<file path="config.mk">
export PLATFORM = sky130hd
export DESIGN_NAME = pinbank_ctrl
export DESIGN_NICKNAME = d
export VERILOG_FILES = /design/src/rtl/gpb_pkg.sv /design/src/rtl/gpb_decode.sv /design/src/rtl/gpb_sync.sv /design/src/rtl/gpb_bank.sv /design/src/rtl/pinbank_ctrl.sv
export SDC_FILE = /design/constraint.sdc
export NUM_CORES = 2
export LEC_CHECK = 0
export BUFFER_PORTS_ARGS = -buffer_cell sky130_fd_sc_hd__buf_2
export CAP_MARGIN = 20
export CORE_AREA = 10 10 505 507
export DETAILED_ROUTE_END_ITERATION = 8
export DIE_AREA = 0 0 515 517
export GPL_ROUTABILITY_DRIVEN = 0
export PLACE_DENSITY = 0.48
export REMOVE_ABC_BUFFERS = 1
export SYNTH_ARGS = -nofsm -noshare
export SYNTH_HDL_FRONTEND = slang
export SYNTH_HIERARCHICAL = 1
export SYNTH_SLANG_ARGS = --single-unit
export TNS_END_PERCENT = 10
</file>
<file path="constraint.sdc">
create_clock -name clk -period 18.8 [get_ports clk]
set_input_delay 1.88 -clock clk [delete_from_list [all_inputs] [get_ports clk]]
set_output_delay 1.88 -clock clk [all_outputs]
set_load 0.03 [all_outputs]
</file>
<file path="src/rtl/gpb_pkg.sv">
package gpb_pkg;
    localparam int PINS   = 8;
    localparam int ADDR_W = 12;
    localparam int BIDX_W = ADDR_W - 6;

    typedef logic [PINS-1:0] pin_vec_t;

    typedef enum logic [3:0] {
        SEL_OWN     = 4'h0,
        SEL_DIR     = 4'h1,
        SEL_LVL     = 4'h2,
        SEL_PAD     = 4'h3,
        SEL_DIR_MSK = 4'h8,
        SEL_LVL_MSK = 4'hA
    } reg_sel_e;

    typedef struct packed {
        logic              hit;
        logic [BIDX_W-1:0] bank;
        reg_sel_e          sel;
    } bus_dec_t;

    typedef struct packed {
        pin_vec_t own;
        pin_vec_t dir;
        pin_vec_t lvl;
    } bank_state_t;

    function automatic pin_vec_t merge_masked(pin_vec_t old, logic [31:0] wd);
        return (old & ~wd[15:8]) | (wd[7:0] & wd[15:8]);
    endfunction
endpackage

</file>
<file path="src/rtl/gpb_decode.sv">
module gpb_decode
    import gpb_pkg::*;
#(
    parameter int NUM_BANKS = 31
) (
    input  logic [ADDR_W-1:0] addr,
    output bus_dec_t          dec
);
    logic [BIDX_W-1:0] idx;
    logic              sel_ok;

    always_comb begin
        idx     = {addr[ADDR_W-1:8], addr[3:2]};
        sel_ok  = 1'b1;
        dec.sel = SEL_OWN;
        case (addr[7:4])
            4'h0:    dec.sel = SEL_OWN;
            4'h1:    dec.sel = SEL_DIR;
            4'h2:    dec.sel = SEL_LVL;
            4'h3:    dec.sel = SEL_PAD;
            4'h8:    dec.sel = SEL_DIR_MSK;
            4'hA:    dec.sel = SEL_LVL_MSK;
            default: sel_ok  = 1'b0;
        endcase
        dec.bank = idx;
        dec.hit  = sel_ok && (addr[1:0] == 2'b00) && (32'(idx) < 32'(NUM_BANKS));
    end
endmodule

</file>
<file path="src/rtl/gpb_sync.sv">
module gpb_sync #(
    parameter int WIDTH = 8
) (
    input  logic             clk,
    input  logic             rst,
    input  logic [WIDTH-1:0] d,
    output logic [WIDTH-1:0] q
);
    logic [WIDTH-1:0] stage1;

    always_ff @(posedge clk) begin
        if (rst) begin
            stage1 <= '0;
            q      <= '0;
        end else begin
            stage1 <= d;
            q      <= stage1;
        end
    end
endmodule

</file>
<file path="src/rtl/gpb_bank.sv">
module gpb_bank
    import gpb_pkg::*;
(
    input  logic        clk,
    input  logic        rst,
    input  logic        wr_en,
    input  reg_sel_e    sel,
    input  logic [31:0] wdata,
    input  pin_vec_t    pad_sync,
    output bank_state_t state,
    output pin_vec_t    rd_byte
);
    always_ff @(posedge clk) begin
        if (rst) begin
            state <= '0;
        end else if (wr_en) begin
            case (sel)
                SEL_OWN:     state.own <= wdata[PINS-1:0];
                SEL_DIR:     state.dir <= wdata[PINS-1:0];
                SEL_LVL:     state.lvl <= wdata[PINS-1:0];
                SEL_DIR_MSK: state.dir <= merge_masked(state.dir, wdata);
                SEL_LVL_MSK: state.lvl <= merge_masked(state.lvl, wdata);
                default:     ;
            endcase
        end
    end

    always_comb begin
        case (sel)
            SEL_OWN: rd_byte = state.own;
            SEL_DIR: rd_byte = state.dir;
            SEL_LVL: rd_byte = state.lvl;
            SEL_PAD: rd_byte = pad_sync;
            default: rd_byte = '0;
        endcase
    end
endmodule

</file>
<file path="src/rtl/pinbank_ctrl.sv">
module pinbank_ctrl
    import gpb_pkg::*;
#(
    parameter int NUM_BANKS = 31
) (
    input  logic                      clk,
    input  logic                      rst,
    input  logic [11:0]               bus_addr,
    input  logic                      bus_wr,
    input  logic [31:0]               bus_wdata,
    output logic [31:0]               bus_rdata,
    input  logic [NUM_BANKS*8-1:0]    pad_in,
    output logic [NUM_BANKS*8-1:0]    pad_out,
    output logic [NUM_BANKS*8-1:0]    pad_oe,
    input  logic [NUM_BANKS*8-1:0]    alt_out,
    input  logic [NUM_BANKS*8-1:0]    alt_oe
);
    localparam int NPINS = NUM_BANKS * PINS;

    bus_dec_t         dec;
    logic             dec_hit;
    logic [NPINS-1:0] pad_sync;
    logic [NPINS-1:0] own_all;
    logic [NPINS-1:0] dir_all;
    logic [NPINS-1:0] lvl_all;
    bank_state_t      st       [NUM_BANKS];
    pin_vec_t         rd_bytes [NUM_BANKS];

    gpb_decode #(.NUM_BANKS(NUM_BANKS)) u_dec (
        .addr (bus_addr),
        .dec  (dec)
    );
    assign dec_hit = dec.hit;

    gpb_sync #(.WIDTH(NPINS)) u_sync (
        .clk (clk),
        .rst (rst),
        .d   (pad_in),
        .q   (pad_sync)
    );

    for (genvar b = 0; b < NUM_BANKS; b++) begin : g_bank
        gpb_bank u_bank (
            .clk      (clk),
            .rst      (rst),
            .wr_en    (bus_wr && dec.hit && (dec.bank == BIDX_W'(b))),
            .sel      (dec.sel),
            .wdata    (bus_wdata),
            .pad_sync (pad_sync[b*PINS +: PINS]),
            .state    (st[b]),
            .rd_byte  (rd_bytes[b])
        );
        assign own_all[b*PINS +: PINS] = st[b].own;
        assign dir_all[b*PINS +: PINS] = st[b].dir;
        assign lvl_all[b*PINS +: PINS] = st[b].lvl;
    end

    assign pad_out = (own_all & lvl_all) | (~own_all & alt_out);
    assign pad_oe  = (own_all & dir_all) | (~own_all & alt_oe);

    always_comb begin
        bus_rdata = '0;
        for (int b = 0; b < NUM_BANKS; b++) begin
            if (dec.hit && (dec.bank == BIDX_W'(b))) begin
                bus_rdata = {24'd0, rd_bytes[b]};
            end
        end
    end
endmodule

</file>
==> results.sh <==
export IMPL_first_pass_iters=6
export IMPL_slowest_stage="a211oi_1"
export IMPL_ctsResizeCount=0
export IMPL_end_kind="primary output"
export IMPL_hold_class="flip-flop to flip-flop"
export IMPL_dieArea_um2=266300
export IMPL_yosys_warnings=6
export IMPL_hold_viol_final=0
export IMPL_die_x_um=515
export IMPL_status="finished, final reports clean"
export IMPL_vias=60150
export IMPL_drtIter0Drc=5567
export IMPL_grt_ovfl_total=0
export IMPL_ir_worst_vdd_v=0.00007665
export IMPL_cpMostUsedCell="buf_4"
export IMPL_rows=182
export IMPL_drt_vias_per_instance=5.311
export IMPL_layout_setup_ws_ps=8837
export IMPL_maxCapViolations=0
export IMPL_crit_fanout=39
export IMPL_cts_buffer_depth=3
export IMPL_dpl_hpwl_um=258700
export IMPL_syn_to_final_growth_pct=19.57
export IMPL_drc_errors=0
export IMPL_synth_ff_type="dfxtp_1"
export IMPL_ys_async_sr_fraction=0
export IMPL_postRouteAntennaNets=0
export IMPL_grt_antenna_before_repair=83
export IMPL_clock_sinks=1240
export IMPL_gr_usage_all_layers=0.2494
export IMPL_wl_per_cell_um=31.10
export IMPL_p_per_area_nw_per_um2=79.92
export IMPL_grt_pass1_wl_um=477900
export IMPL_p_leak_nw=30.09
export IMPL_clk_latency_ps=840
export IMPL_whs_ps=425.4
export IMPL_htreeDepth=4
export IMPL_dieHeight_um=517
export IMPL_start_util=0.2809
export IMPL_yosysSeqAreaShare=0.3610
export IMPL_placed_area_um2=76920
export IMPL_clkTransAtPathRegs_ps=60
export IMPL_portBuffers=1278
export IMPL_period_share=0.5300
export IMPL_max_slew_margin=0.1458
export IMPL_avgSynthCellArea_um2=9.943
export IMPL_cts_root_buf="clkbuf_16"
export IMPL_path_buf_inv=5
export IMPL_worstMarginPinSlew_ps=1281
export IMPL_cts_hold_buf=0
export IMPL_path_cells="buf_2 > a21oi_2 > and2_4 > buf_4 > buf_4 > buf_4 > mux4_1 > nor2b_1 > mux4_2 > a221oi_2 > nand3_1 > a211oi_1 > o21ai_1 > buf_2"
export IMPL_fin_area_um2=82210
export IMPL_drive_gt1_frac=0.3338
export IMPL_worstSetupStartpointType="input port"
export IMPL_timing_final_crit_period_ps=9963
export IMPL_max_freq_ghz=0.1004
export IMPL_slowest_delay_ps=1040
export IMPL_place_ws_ps=8939
export IMPL_grt_max_degree=200
export IMPL_post_cts_setup_buffers=0
export IMPL_fin_tns_setup_ps=0
export IMPL_cts_tree="yes"
export IMPL_rsz0062_at_grt="false"
export IMPL_synth_edf_count=0
export IMPL_synthCells=6915
export IMPL_setup_violations=0
export IMPL_arrival_ps=8080
export IMPL_critPathKind="input port to primary output"
export IMPL_numCtsBuffers=152
export IMPL_final_max_slew_viol_count=0
export IMPL_core_um2=244800
export IMPL_syn_area_um2=68760
export IMPL_fin_worst_skew_ps=31.01
export IMPL_synth_cell_types=91
export IMPL_nets=8738
export IMPL_totalWireLength_um=352200
export IMPL_ys_ff_latch=1240
export IMPL_worstPathRequired_ps=16920
export IMPL_grt_pass1_vias=58990
export IMPL_crit_family="compound AO/OA/AOI/OAI gates"
export IMPL_ioPinCount=1319
==> Yosys cell counts, drive strengths merged (4+ instances only) <==
master	number	area [µm²]
and4bb	32	400.4
nor2b	752	4705
and2	5	31.28
xnor2	31	271.5
mux2	513	5777
nand3	521	2613
nand2b	756	4730
nor4b	63	1217
a31oi	10	62.56
or3b	32	282.8
a21bo	248	2482
o32ai	4	35.03
mux4	257	6137
dfxtp	1240	24820
a22oi	11	82.58
nor2	55	235.2
o22ai	17	106.4
inv	285	1070
o21ai	283	1416
o31ai	4	30.03
a21o	4	30.03
nor3	14	91.34
nor3b	6	50.05
or2	32	200.2
mux2i	275	2753
a21oi	530	2656
o21a	5	37.54
o221ai	9	78.83
o211ai	15	112.6
buf	292	2076
clkbuf	221	1179
a211oi	260	1952
nor4	5	37.53
a221oi	8	76.32
nand2	41	161.4
or4b	32	324.1
==> final timing paths <==
path / startpoint / to / slack, ps / cells after the start
max: bus_addr[7] / bus_rdata[6] / 8840 / 14
min reg2reg: u_sync/stage1[227] / u_sync/q[227] / 430 / 1
max reg2reg: g_bank[10].u_bank/state[16] / g_bank[10].u_bank/state[16] / 17550 / 2
min: u_sync/stage1[227] / u_sync/q[227] / 430 / 1
==> power breakdown <==
group	leakage (nW)	internal (mW)	switching, mW
clock network	2.52	1.77	1.30
registers	10.1	2.68	0.0144
logic	17.5	0.254	0.555
total	30.1	4.70	1.87
==> cells by family after synthesis <==
logic type      count (synthesis)  synth area share
compound gates               1442            0.1378
xor+xnor                       31          0.003949
buf+inv                       798           0.06289
flops                        1240            0.3610
mux                          1045            0.2133
other cells                     2         0.0001092
simple gates                 2357            0.2209
==> per-layer routing <==
metal | global-route usage | vias to the layer above | part of all wire
li1 | - | 26750 | -
met1 | 0.3226 | 29990 | 0.42
met2 | 0.4128 | 2877 | 0.47
met3 | 0.04254 | 511 | 0.066
met4 | 0.09996 | 16 | 0.041
met5 | 0 | - | 0.00028
==> cell type report <==
type / instances / area (µm²)
multi-input combinational: 4900 / 39730
tap: 3220 / 4029
clock inverter: 55 / 735.7
inverter: 285 / 1070
antenna: 39 / 97.59
timing repair buffer: 1368 / 7279
fill: 25270 / 162600
sequential: 1240 / 24820
clock buffer: 219 / 4447
==> per-stage QoR <==
step | total power [mW] | utilization | instances
final | 6.570 | 0.3358 | 11330
after global routing | 6.768 | 0.3357 | 11310
after detailed placement | 3.555 | 0.3142 | 11010
after CTS | 6.629 | 0.3354 | 11290
after global placement | 3.550 | 0.3142 | 11010
after floorplan | 3.176 | - | 6425
==> placed cells by master, fill, tap and decap left out, types with 37 or more instances in the layout <==
cell type     n
mux2i_1     275
o21ai_0     280
clkbuf_8     37
buf_4        89
nand2b_1    754
diode_2      39
mux4_1       93
a21oi_1     529
nand2_1      37
a21bo_2     248
nand3_1     520
clkbuf_16   153
nor2b_1     750
dfxtp_1    1240
inv_1       282
a211oi_1    260
mux2_2      509
buf_2      1258
nor2_1       50
mux4_2      164
(Power assumes the default switching activity.)
